`src/rtl/dramc_pkg.sv`:
```
package dramc_pkg;

  typedef enum logic [3:0] {
    ST_IDLE,   // row strobe high, precharged
    ST_RCD,    // row opened, row address on pins
    ST_CSU,    // column address and write strobe set up
    ST_CAS,    // column strobe low
    ST_CPRE,   // column strobe high inside the page
    ST_OPEN,   // page open, waiting for a decision
    ST_PRE,    // row precharge
    ST_RFC,    // refresh: column strobe leads
    ST_RFR     // refresh: both strobes low
  } dstate_e;

  // True in the final cycle of a state lasting dur cycles.
  function automatic logic at_last(input int unsigned cnt, input int unsigned dur);
    return (cnt + 1) >= dur;
  endfunction

  // Row-low cycles consumed if a page access starts now:
  // this decision cycle, setup, the column pulse, column precharge, one more decision cycle.
  function automatic int unsigned page_cost(input int unsigned cas_w, input int unsigned cp_w);
    return 3 + cas_w + cp_w;
  endfunction

  // Whether a page access may start with age prior low cycles.
  function automatic logic access_fits(input int unsigned age, input int unsigned cas_w,
                                       input int unsigned cp_w, input int unsigned ras_max);
    return (age + page_cost(cas_w, cp_w)) <= ras_max;
  endfunction

endpackage

```
`src/rtl/dramc_refresh_tracker.sv`:
```
module dramc_refresh_tracker #(
  parameter int T_REFI   = 60,
  parameter int OWED_MAX = 4,
  parameter int OW       = 3
) (
  input  logic          clk,
  input  logic          rst_n,
  input  logic          refresh_done,
  output logic          due_pulse,
  output logic [OW-1:0] owed,
  output logic          owed_any,
  output logic          force_refresh
);
  localparam int TW = (T_REFI > 2) ? $clog2(T_REFI) : 1;

  logic [TW-1:0] tmr_q;
  logic          drain_q;

  assign due_pulse     = (tmr_q == TW'(T_REFI - 1));
  assign owed_any      = (owed != '0);
  assign force_refresh = drain_q || (owed >= OW'(OWED_MAX));

  always_ff @(posedge clk or negedge rst_n) begin
    if (!rst_n) begin
      tmr_q <= '0;
    end else begin
      tmr_q <= due_pulse ? '0 : tmr_q + 1'b1;
    end
  end

  always_ff @(posedge clk or negedge rst_n) begin
    if (!rst_n) begin
      owed <= '0;
    end else begin
      unique case ({due_pulse, refresh_done})
        2'b10:   owed <= owed + 1'b1;
        2'b01:   owed <= owed - 1'b1;
        default: owed <= owed;
      endcase
    end
  end

  // Once the ceiling is hit, keep draining until nothing is owed.
  always_ff @(posedge clk or negedge rst_n) begin
    if (!rst_n) begin
      drain_q <= 1'b0;
    end else if (owed >= OW'(OWED_MAX)) begin
      drain_q <= 1'b1;
    end else if (owed == '0) begin
      drain_q <= 1'b0;
    end
  end
endmodule

```
`src/rtl/dramc_ras_guard.sv`:
```
module dramc_ras_guard #(
  parameter int T_CAS     = 2,
  parameter int T_CP      = 1,
  parameter int T_RAS_MAX = 40,
  parameter int AGE_W     = 6
) (
  input  logic             clk,
  input  logic             rst_n,
  input  logic             ras_low,
  output logic [AGE_W-1:0] age,
  output logic             may_extend
);
  import dramc_pkg::*;

  assign may_extend = access_fits(32'(age), T_CAS, T_CP, T_RAS_MAX);

  always_ff @(posedge clk or negedge rst_n) begin
    if (!rst_n) begin
      age <= '0;
    end else if (!ras_low) begin
      age <= '0;
    end else if (age != '1) begin
      age <= age + 1'b1;
    end
  end
endmodule

```
`src/rtl/dramc_strobe_decode.sv`:
```
module dramc_strobe_decode #(
  parameter int ROW_W = 4,
  parameter int COL_W = 4,
  parameter int MA_W  = 4
) (
  input  dramc_pkg::dstate_e state,
  input  logic               wr,
  input  logic [ROW_W-1:0]   row,
  input  logic [COL_W-1:0]   col,
  output logic               ras_n,
  output logic               cas_n,
  output logic               we_n,
  output logic [MA_W-1:0]    addr,
  output logic               dq_oe
);
  import dramc_pkg::*;

  always_comb begin
    ras_n = 1'b1;
    cas_n = 1'b1;
    we_n  = 1'b1;
    addr  = '0;
    dq_oe = 1'b0;
    unique case (state)
      ST_RCD: begin
        ras_n = 1'b0;
        addr  = MA_W'(row);
      end
      ST_CSU: begin
        ras_n = 1'b0;
        addr  = MA_W'(col);
        we_n  = !wr;
        dq_oe = wr;
      end
      ST_CAS: begin
        ras_n = 1'b0;
        cas_n = 1'b0;
        addr  = MA_W'(col);
        we_n  = !wr;
        dq_oe = wr;
      end
      ST_CPRE, ST_OPEN: ras_n = 1'b0;
      ST_RFC:  cas_n = 1'b0;
      ST_RFR: begin
        ras_n = 1'b0;
        cas_n = 1'b0;
      end
      default: ;
    endcase
  end
endmodule

```
`src/rtl/pagemode_dram_ctrl.sv`:
```
module pagemode_dram_ctrl #(
  parameter int ROW_W     = 4,
  parameter int COL_W     = 4,
  parameter int DATA_W    = 8,
  parameter int T_RCD     = 2,
  parameter int T_CAS     = 2,
  parameter int T_CP      = 1,
  parameter int T_RP      = 2,
  parameter int T_RFR     = 4,
  parameter int T_RAS_MAX = 40,
  parameter int T_REFI    = 60,
  parameter int OWED_MAX  = 4
) (
  input  logic                   clk,
  input  logic                   rst_n,
  input  logic                   host_req,
  input  logic                   host_we,
  input  logic [ROW_W+COL_W-1:0] host_addr,
  input  logic [DATA_W-1:0]      host_wdata,
  output logic [DATA_W-1:0]      host_rdata,
  output logic                   host_ack,
  output logic                   dram_ras_n,
  output logic                   dram_cas_n,
  output logic                   dram_we_n,
  output logic [((ROW_W > COL_W) ? ROW_W : COL_W)-1:0] dram_addr,
  output logic [DATA_W-1:0]      dram_dq_out,
  output logic                   dram_dq_oe,
  input  logic [DATA_W-1:0]      dram_dq_in
);
  import dramc_pkg::*;

  localparam int ADDR_W = ROW_W + COL_W;
  localparam int MA_W   = (ROW_W > COL_W) ? ROW_W : COL_W;
  localparam int OWED_W = $clog2(OWED_MAX + 2);
  localparam int AGE_W  = $clog2(T_RAS_MAX + 2);
  localparam int CNT_W  = $clog2(T_RCD + T_CAS + T_CP + T_RP + T_RFR + 2);

  dstate_e             state_q, state_d;
  logic [CNT_W-1:0]    cnt_q;
  logic [ROW_W-1:0]    row_q, open_row_q;
  logic [COL_W-1:0]    col_q;
  logic                wr_q;
  logic [DATA_W-1:0]   wdata_q;

  // Named internal events
  logic                page_hit, may_extend, owed_any, force_refresh;
  logic                due_pulse, refresh_done, cas_last, accept, open_new;
  logic [OWED_W-1:0]   owed;
  logic [AGE_W-1:0]    ras_age;

  assign page_hit     = (host_addr[ADDR_W-1:COL_W] == open_row_q);
  assign cas_last     = (state_q == ST_CAS) && at_last(32'(cnt_q), T_CAS);
  assign refresh_done = (state_q == ST_RFR) && at_last(32'(cnt_q), T_RFR);
  assign open_new     = (state_q == ST_IDLE) && (state_d == ST_RCD);
  assign accept       = open_new || ((state_q == ST_OPEN) && (state_d == ST_CSU));

  dramc_refresh_tracker #(.T_REFI(T_REFI), .OWED_MAX(OWED_MAX), .OW(OWED_W)) u_refresh (
    .clk(clk), .rst_n(rst_n), .refresh_done(refresh_done), .due_pulse(due_pulse),
    .owed(owed), .owed_any(owed_any), .force_refresh(force_refresh)
  );

  dramc_ras_guard #(.T_CAS(T_CAS), .T_CP(T_CP), .T_RAS_MAX(T_RAS_MAX), .AGE_W(AGE_W)) u_guard (
    .clk(clk), .rst_n(rst_n), .ras_low(!dram_ras_n), .age(ras_age), .may_extend(may_extend)
  );

  dramc_strobe_decode #(.ROW_W(ROW_W), .COL_W(COL_W), .MA_W(MA_W)) u_decode (
    .state(state_q), .wr(wr_q), .row(row_q), .col(col_q),
    .ras_n(dram_ras_n), .cas_n(dram_cas_n), .we_n(dram_we_n),
    .addr(dram_addr), .dq_oe(dram_dq_oe)
  );

  assign dram_dq_out = wdata_q;

  always_comb begin
    state_d = state_q;
    unique case (state_q)
      ST_IDLE:
        if (owed_any && (!host_req || force_refresh)) state_d = ST_RFC;
        else if (host_req)                            state_d = ST_RCD;
      ST_RCD:  if (at_last(32'(cnt_q), T_RCD)) state_d = ST_CSU;
      ST_CSU:  state_d = ST_CAS;
      ST_CAS:  if (cas_last) state_d = ST_CPRE;
      ST_CPRE: if (at_last(32'(cnt_q), T_CP)) state_d = ST_OPEN;
      ST_OPEN:
        if (force_refresh || (owed_any && !host_req) || !may_extend || (host_req && !page_hit))
          state_d = ST_PRE;
        else if (host_req)
          state_d = ST_CSU;
      ST_PRE:  if (at_last(32'(cnt_q), T_RP)) state_d = ST_IDLE;
      ST_RFC:  state_d = ST_RFR;
      ST_RFR:  if (refresh_done) state_d = ST_PRE;
      default: state_d = ST_IDLE;
    endcase
  end

  always_ff @(posedge clk or negedge rst_n) begin
    if (!rst_n) begin
      state_q <= ST_IDLE;
      cnt_q   <= '0;
    end else begin
      state_q <= state_d;
      cnt_q   <= (state_d != state_q) ? '0 : cnt_q + 1'b1;
    end
  end

  always_ff @(posedge clk or negedge rst_n) begin
    if (!rst_n) begin
      row_q      <= '0;
      col_q      <= '0;
      wr_q       <= 1'b0;
      wdata_q    <= '0;
      open_row_q <= '0;
    end else if (accept) begin
      row_q   <= host_addr[ADDR_W-1:COL_W];
      col_q   <= host_addr[COL_W-1:0];
      wr_q    <= host_we;
      wdata_q <= host_wdata;
      if (open_new) open_row_q <= host_addr[ADDR_W-1:COL_W];
    end
  end

  always_ff @(posedge clk or negedge rst_n) begin
    if (!rst_n) begin
      host_ack   <= 1'b0;
      host_rdata <= '0;
    end else begin
      host_ack <= cas_last;
      if (cas_last && !wr_q) host_rdata <= dram_dq_in;
    end
  end
endmodule

```
`config.mk`:
```
export PLATFORM = sky130hd
export DESIGN_NAME = pagemode_dram_ctrl
export DESIGN_NICKNAME = d
export VERILOG_FILES = /design/src/rtl/dramc_pkg.sv /design/src/rtl/dramc_refresh_tracker.sv /design/src/rtl/dramc_ras_guard.sv /design/src/rtl/dramc_strobe_decode.sv /design/src/rtl/pagemode_dram_ctrl.sv
export SDC_FILE = /design/constraint.sdc
export NUM_CORES = 1
export LEC_CHECK = 0
export ABC_AREA = 1
export BUFFER_PORTS_ARGS = -buffer_cell sky130_fd_sc_hd__buf_2
export CAP_MARGIN = 20
export CORE_MARGIN = 2
export CORE_UTILIZATION = 55
export DETAILED_ROUTE_END_ITERATION = 16
export PLACE_DENSITY = 0.79
export REMOVE_ABC_BUFFERS = 1
export SLEW_MARGIN = 10
export SYNTH_ARGS = -nofsm -noshare
export SYNTH_HDL_FRONTEND = slang
export SYNTH_SLANG_ARGS = --single-unit
export TNS_END_PERCENT = 20
```
`constraint.sdc`:
```
create_clock -name clk -period 3.6 [get_ports clk]
set_input_delay 0.72 -clock clk [delete_from_list [all_inputs] [get_ports clk]]
set_output_delay 0.72 -clock clk [all_outputs]
set_load 0.02 [all_outputs]
```
# Word level (Yosys, flattened, before mapping)

Cells that the tools add are included.
W data, S select, Z words.

Input port bits: 28
Flip-flop bits (word level): 54

Reduce and logical (&&, ||, !) cells: 27
Muxes and demuxes: 22
Magnitude comparators: 5
$add $sub $neg: 7
Eq/ne operators: 17

Operators with widths:

| operator              | count |
|---|---|
| $mux W4               | 10 |
| $pmux W4 S9           | 1 |
| $ge A32 B1 Y1 const B | 1 |
| $ge A32 B3 Y1 const B | 1 |
| $le A32 B6 Y1 const B | 1 |
| $mux W6               | 3 |
| $eq A4 B3 Y1 const B  | 4 |
| $add A6 B1 Y6 const B | 2 |
| $eq A4 B2 Y1 const B  | 3 |
| $eq A4 B1 Y1 const B  | 2 |
| $logic_and A1 B1 Y1   | 8 |
| $pmux W4 S2           | 1 |
| $add A6 B3 Y7 const B | 1 |
| $eq A6 B6 Y1 const B  | 1 |
| $logic_or A1 B1 Y1    | 6 |
| $mux W1               | 6 |
| $ne A6 B6 Y1 const B  | 1 |
| $pmux W3 S2           | 1 |
| $reduce_or A6 Y1      | 1 |
| $add A4 B1 Y5 const B | 1 |
| $ge A5 B2 Y1 const B  | 1 |
| $add A4 B1 Y4 const B | 1 |
| $eq A4 B4 Y1          | 1 |
| $eq A4 B4 Y1 const B  | 1 |
| 15 further kinds      | 19 |

# Depth between registers and ports, before layout

Word-level depth: 11
Gate-level depth with buffers: 15
Mapped depth without buffers: 14

# By module

From an unflattened synthesis, not the netlist that was laid out.

Cell total of the unflattened synthesis: 378
Area total of the unflattened synthesis: 3125.5 um^2

By module, submodules not included:

| module                | area each (um^2) | cells an instance | instances | seq. area each (um^2) |
|---|---|---|---|---|
| pagemode_dram_ctrl    | 2025.7           | 231               | 1         | 950.9 |
| dramc_refresh_tracker | 529.3            | 62                | 1         | 250.2 |
| dramc_ras_guard       | 405.4            | 55                | 1         | 150.1 |
| dramc_strobe_decode   | 165.2            | 30                | 1         | 0.0 |

# Worst setup path after synthesis

No wires, ideal clock.

Kind: register -> output
From: register state_q[2]
To: output dram_ras_n
Path buffers: 0
Arrival: 1.828 ns
Path slack: 1.052 ns
Cell stages (with the launch flop): 5
Cell sequence: dfrtp_1 > nor2_1 > nand2_1 > inv_1 > nor4_1

Longest elaborated chain between the ends: 3
Elaborated cells between the ends (all ways): 8
Classes of those cells: eq/ne: 6; mux: 1; reduce/logical: 1

Ends and longest elaborated chain:

| element                                    | line                      | source |
|---|---|---|
| start: declaration                         | pagemode_dram_ctrl.sv:38  | `dstate_e state_q, state_d;` |
| start signal: assignment                   | pagemode_dram_ctrl.sv:101 | `state_q <= state_d;` |
| $eq A4 B2 Y1, or another cell as far along | dramc_strobe_decode.sv:24 | `unique case (state)` |
| $reduce_or A6 Y1 (no line) (*)             | n/a                       |  |
| $mux W1 (*)                                | dramc_strobe_decode.sv:24 |  |
| end: declaration                           | pagemode_dram_ctrl.sv:22  | `output logic dram_ras_n,` |

Mark *: on every way between the ends. The rest lies on a longest branch, timed or not.

# Worst setup path after layout

Ends and elaborated chain as after synthesis.

==> impl_metrics.yaml <==
cells_and_area:
  area_growth_pct: 16.0
  final_layout_size_suffix_gt1_share_pct: 21.2
  final_cell_mix: "nand2_1 (77), dfrtp_1 (54), inv_1 (52), buf_2 (52), nor2_1 (41)"
  ff_latch_area_um2: 1350
  layout_commonest_cell: "nand2_1"
  insertedDiodeCount: 0
  finalNetCount: 442
  fill_cells: 449
  multi_input_area_um2: 1260
power:
  power_mw: 1.08
  power.density_nw_per_um2: 327
  leakagePower_nw: 1.80
  worst_ir_drop_vdd_mv: 0.225
timing:
  worst_pin_slew_ns: 0.791
  fin_crit_sh_pct: 75.5
  drv_slew: 0
  final.min_clock_period_ns: 2.72
  skew_ns: 0.0177
  max-slew-margin-rel_pct: 47.3
  rsz0062_at_grt: "false"
  tns_ns: 0
  fmax_mhz: 368
  timing.final.hold_violations: 0
  hold_slack_ns: 0.468
  setup_viol: 0
routing:
  met1Wirelength_um: 2630
  post-route-drc-count: 0
  dr_wl_met3_um: 218
  wl_per_cell_um: 12.0
  viasPerCell: 4.96
  postRouteAntennaNets: 0
  wirelength_um: 5700
  route.met2.wl_um: 2810
  first_iter_violations: 143
  first_pass_iters: 4
  via_count: 2361
  top_layer: "met4"
clock_network:
  cts.path.max_buffers: 2
  cts_resized: 0
  path_clk_slew_ns: 0.10
  cts.sinks: 54
  tritoncts: "yes"
  root_buffer: "clkbuf_8"
  numCtsBuffers: 5
  h-tree-depth: 2
  cts_setup_buffers: 0
  insertion_delay_ns: 0.31
  cts_hold_buf: 0
synth:
  synth_top_area_cell: "dfrtp_1"
  synth_top_cell_area_share_pct: 47.3
  synthFlopType: "dfrtp_1"
  synthArstFlopShare_pct: 100
  yosys_warnings: 0
  avgSynthCellArea_um2: 8.23
  ys_types: 31
  ys_ff_latch: 54
  synth_edf_count: 0
  synth_area_leaders: "dfrtp_1 (47%), nand2_1 (10%), inv_1 (6.8%), nand3_1 (6.1%), nor2_1 (5.4%)"
  synth_area_um2: 2860
  yosysSeqAreaShare_pct: 47.3
  syn_inst: 347
grt:
  grt_max_degree: 37
  grt_overflow: 0
  grt_pass1_vias: 2404
  antenna_found_initial: 0
  grt_pass1_wl_um: 10200
  grt_usage_pct: 21.2
critical_path:
  start_kind: "flop"
  critPathMaxFanout: 7
  crit_type: "reg2out"
  end_kind: "output port"
  worstPathRequired_ns: 2.88
  cpMaxStageDelayCell: "dfrtp_1"
  max_stage_delay_ns: 0.50
  crit_chain: "nor2_1, nand2_1, inv_1, nor4_1, buf_4, buf_2"
  cp.arrival_ns: 2.00
place:
  gp_congestion: 0.888
  hpwl_um: 4360
  io_buffers: 52
floorplan:
  dieWidth_um: 76.1
  rows: 26
  start_util_pct: 56.3
  core_area_um2: 5070
  design.die.area_um2: 5790
  ios: 53
  fp.dieH_um: 76.1
status:
  run_status: "complete, no violations"
flow_run:
  drv_cap: 0
worst_hold_path:
  hp-class: "reg2reg"
-- registers in the layout (all words and copies together), names as in the netlist, 3 cells and up --
name             count
dram_dq_out          8
host_rdata           8
u_guard.age          6
u_refresh.tmr_q      6
cnt_q                4
col_q                4
open_row_q           4
row_q                4
state_q              4
u_refresh.owed       3
-- cell type report --
class / instances / share of cell area, %
multi-input combinational: 232 / 38.1
tap: 70 / 2.64
clock buffer: 6 / 2.49
timing repair buffer: 54 / 8.31
sequential: 54 / 40.8
clock inverter: 2 / 1.17
inverter: 58 / 6.57
-- final timing paths --
| path | start | to | slack, ns | cells after the start |
|---|---|---|---|---|
| max | state_q[2]$_DFF_PN0_ | dram_ras_n | 0.88 | 6 |
| min | u_refresh.tmr_q[0]$_DFF_PN0_ | u_refresh.tmr_q[0]$_DFF_PN0_ | 0.47 | 1 |
| max reg2reg | cnt_q[0]$_DFF_PN0_ | u_refresh.owed[2]$_DFFE_PN0P_ | 1.13 | 14 |
| min reg2reg | u_refresh.tmr_q[0]$_DFF_PN0_ | u_refresh.tmr_q[0]$_DFF_PN0_ | 0.47 | 1 |
| max in group asynchronous | rst_n | u_refresh.tmr_q[1]$_DFF_PN0_ | 2.35 | 2 |
| min in group asynchronous | rst_n | open_row_q[1]$_DFFE_PN0P_ | 0.49 | 1 |
-- synthesized netlist by cell type, types with 2 or more instances --
| cell | number |
|---|---|
| nand2_4 | 2 |
| inv_1 | 52 |
| o21ai_0 | 15 |
| buf_4 | 2 |
| clkinv_1 | 3 |
| xnor2_1 | 5 |
| a31oi_1 | 2 |
| nor2_4 | 2 |
| nor3_1 | 6 |
| nor2_1 | 41 |
| nand4_1 | 5 |
| nor2_2 | 2 |
| inv_2 | 3 |
| nand2_2 | 2 |
| ha_1 | 8 |
| nand2_1 | 77 |
| a21oi_1 | 9 |
| dfrtp_1 | 54 |
| nand3_1 | 35 |
| a22o_1 | 4 |
| mux2_2 | 8 |
-- power by group --
group	internal (mW)	switching [mW]	total, mW
clock network	0.229	0.195	0.424
logic	0.0195	0.0284	0.0479
registers	0.611	0.00204	0.613
total	0.859	0.226	1.08
-- routing by layer --
layer | GRT usage, % | vias up
li1 | - | 1213
met5 | 0 | -
met4 | 6.36 | 0
met2 | 37.1 | 45
met3 | 4.15 | 8
met1 | 26.7 | 1095
-- stage by stage --
stage / instance area (µm²) / cells / util (%) / setup WS (ns)
after global routing: 3310 / 476 / 65.3 / 0.830
after CTS: 3310 / 476 / 65.3 / 0.947
after detailed placement: 3190 / 468 / 62.9 / 1.18
after floorplan: 2830 / 344 / - / 1.05
final: 3310 / 476 / 65.3 / 0.884
after global placement: 3190 / 468 / 62.9 / 1.23
-- cells by family (layout without fill, tap and decap cells) --
family	count (synthesis)	in the layout	share of synthesized area [%]
flip-flops	54	54	47.3
buffers and inverters	61	120	8.54
XOR/XNOR	6	6	1.84
adder cells (fa/ha/maj)	9	9	4.21
AND/OR/NAND/NOR	177	177	28.6
multiplexers	8	8	3.15
AO/OA/AOI/OAI	32	32	6.35
-- critical path: cells and delay by family, from the launching register on --
family        cells  cell delay [ns]
buf+inv           3             0.52
flops             1             0.50
simple gates      3             0.66
Power figures use the tool's default switching activity.
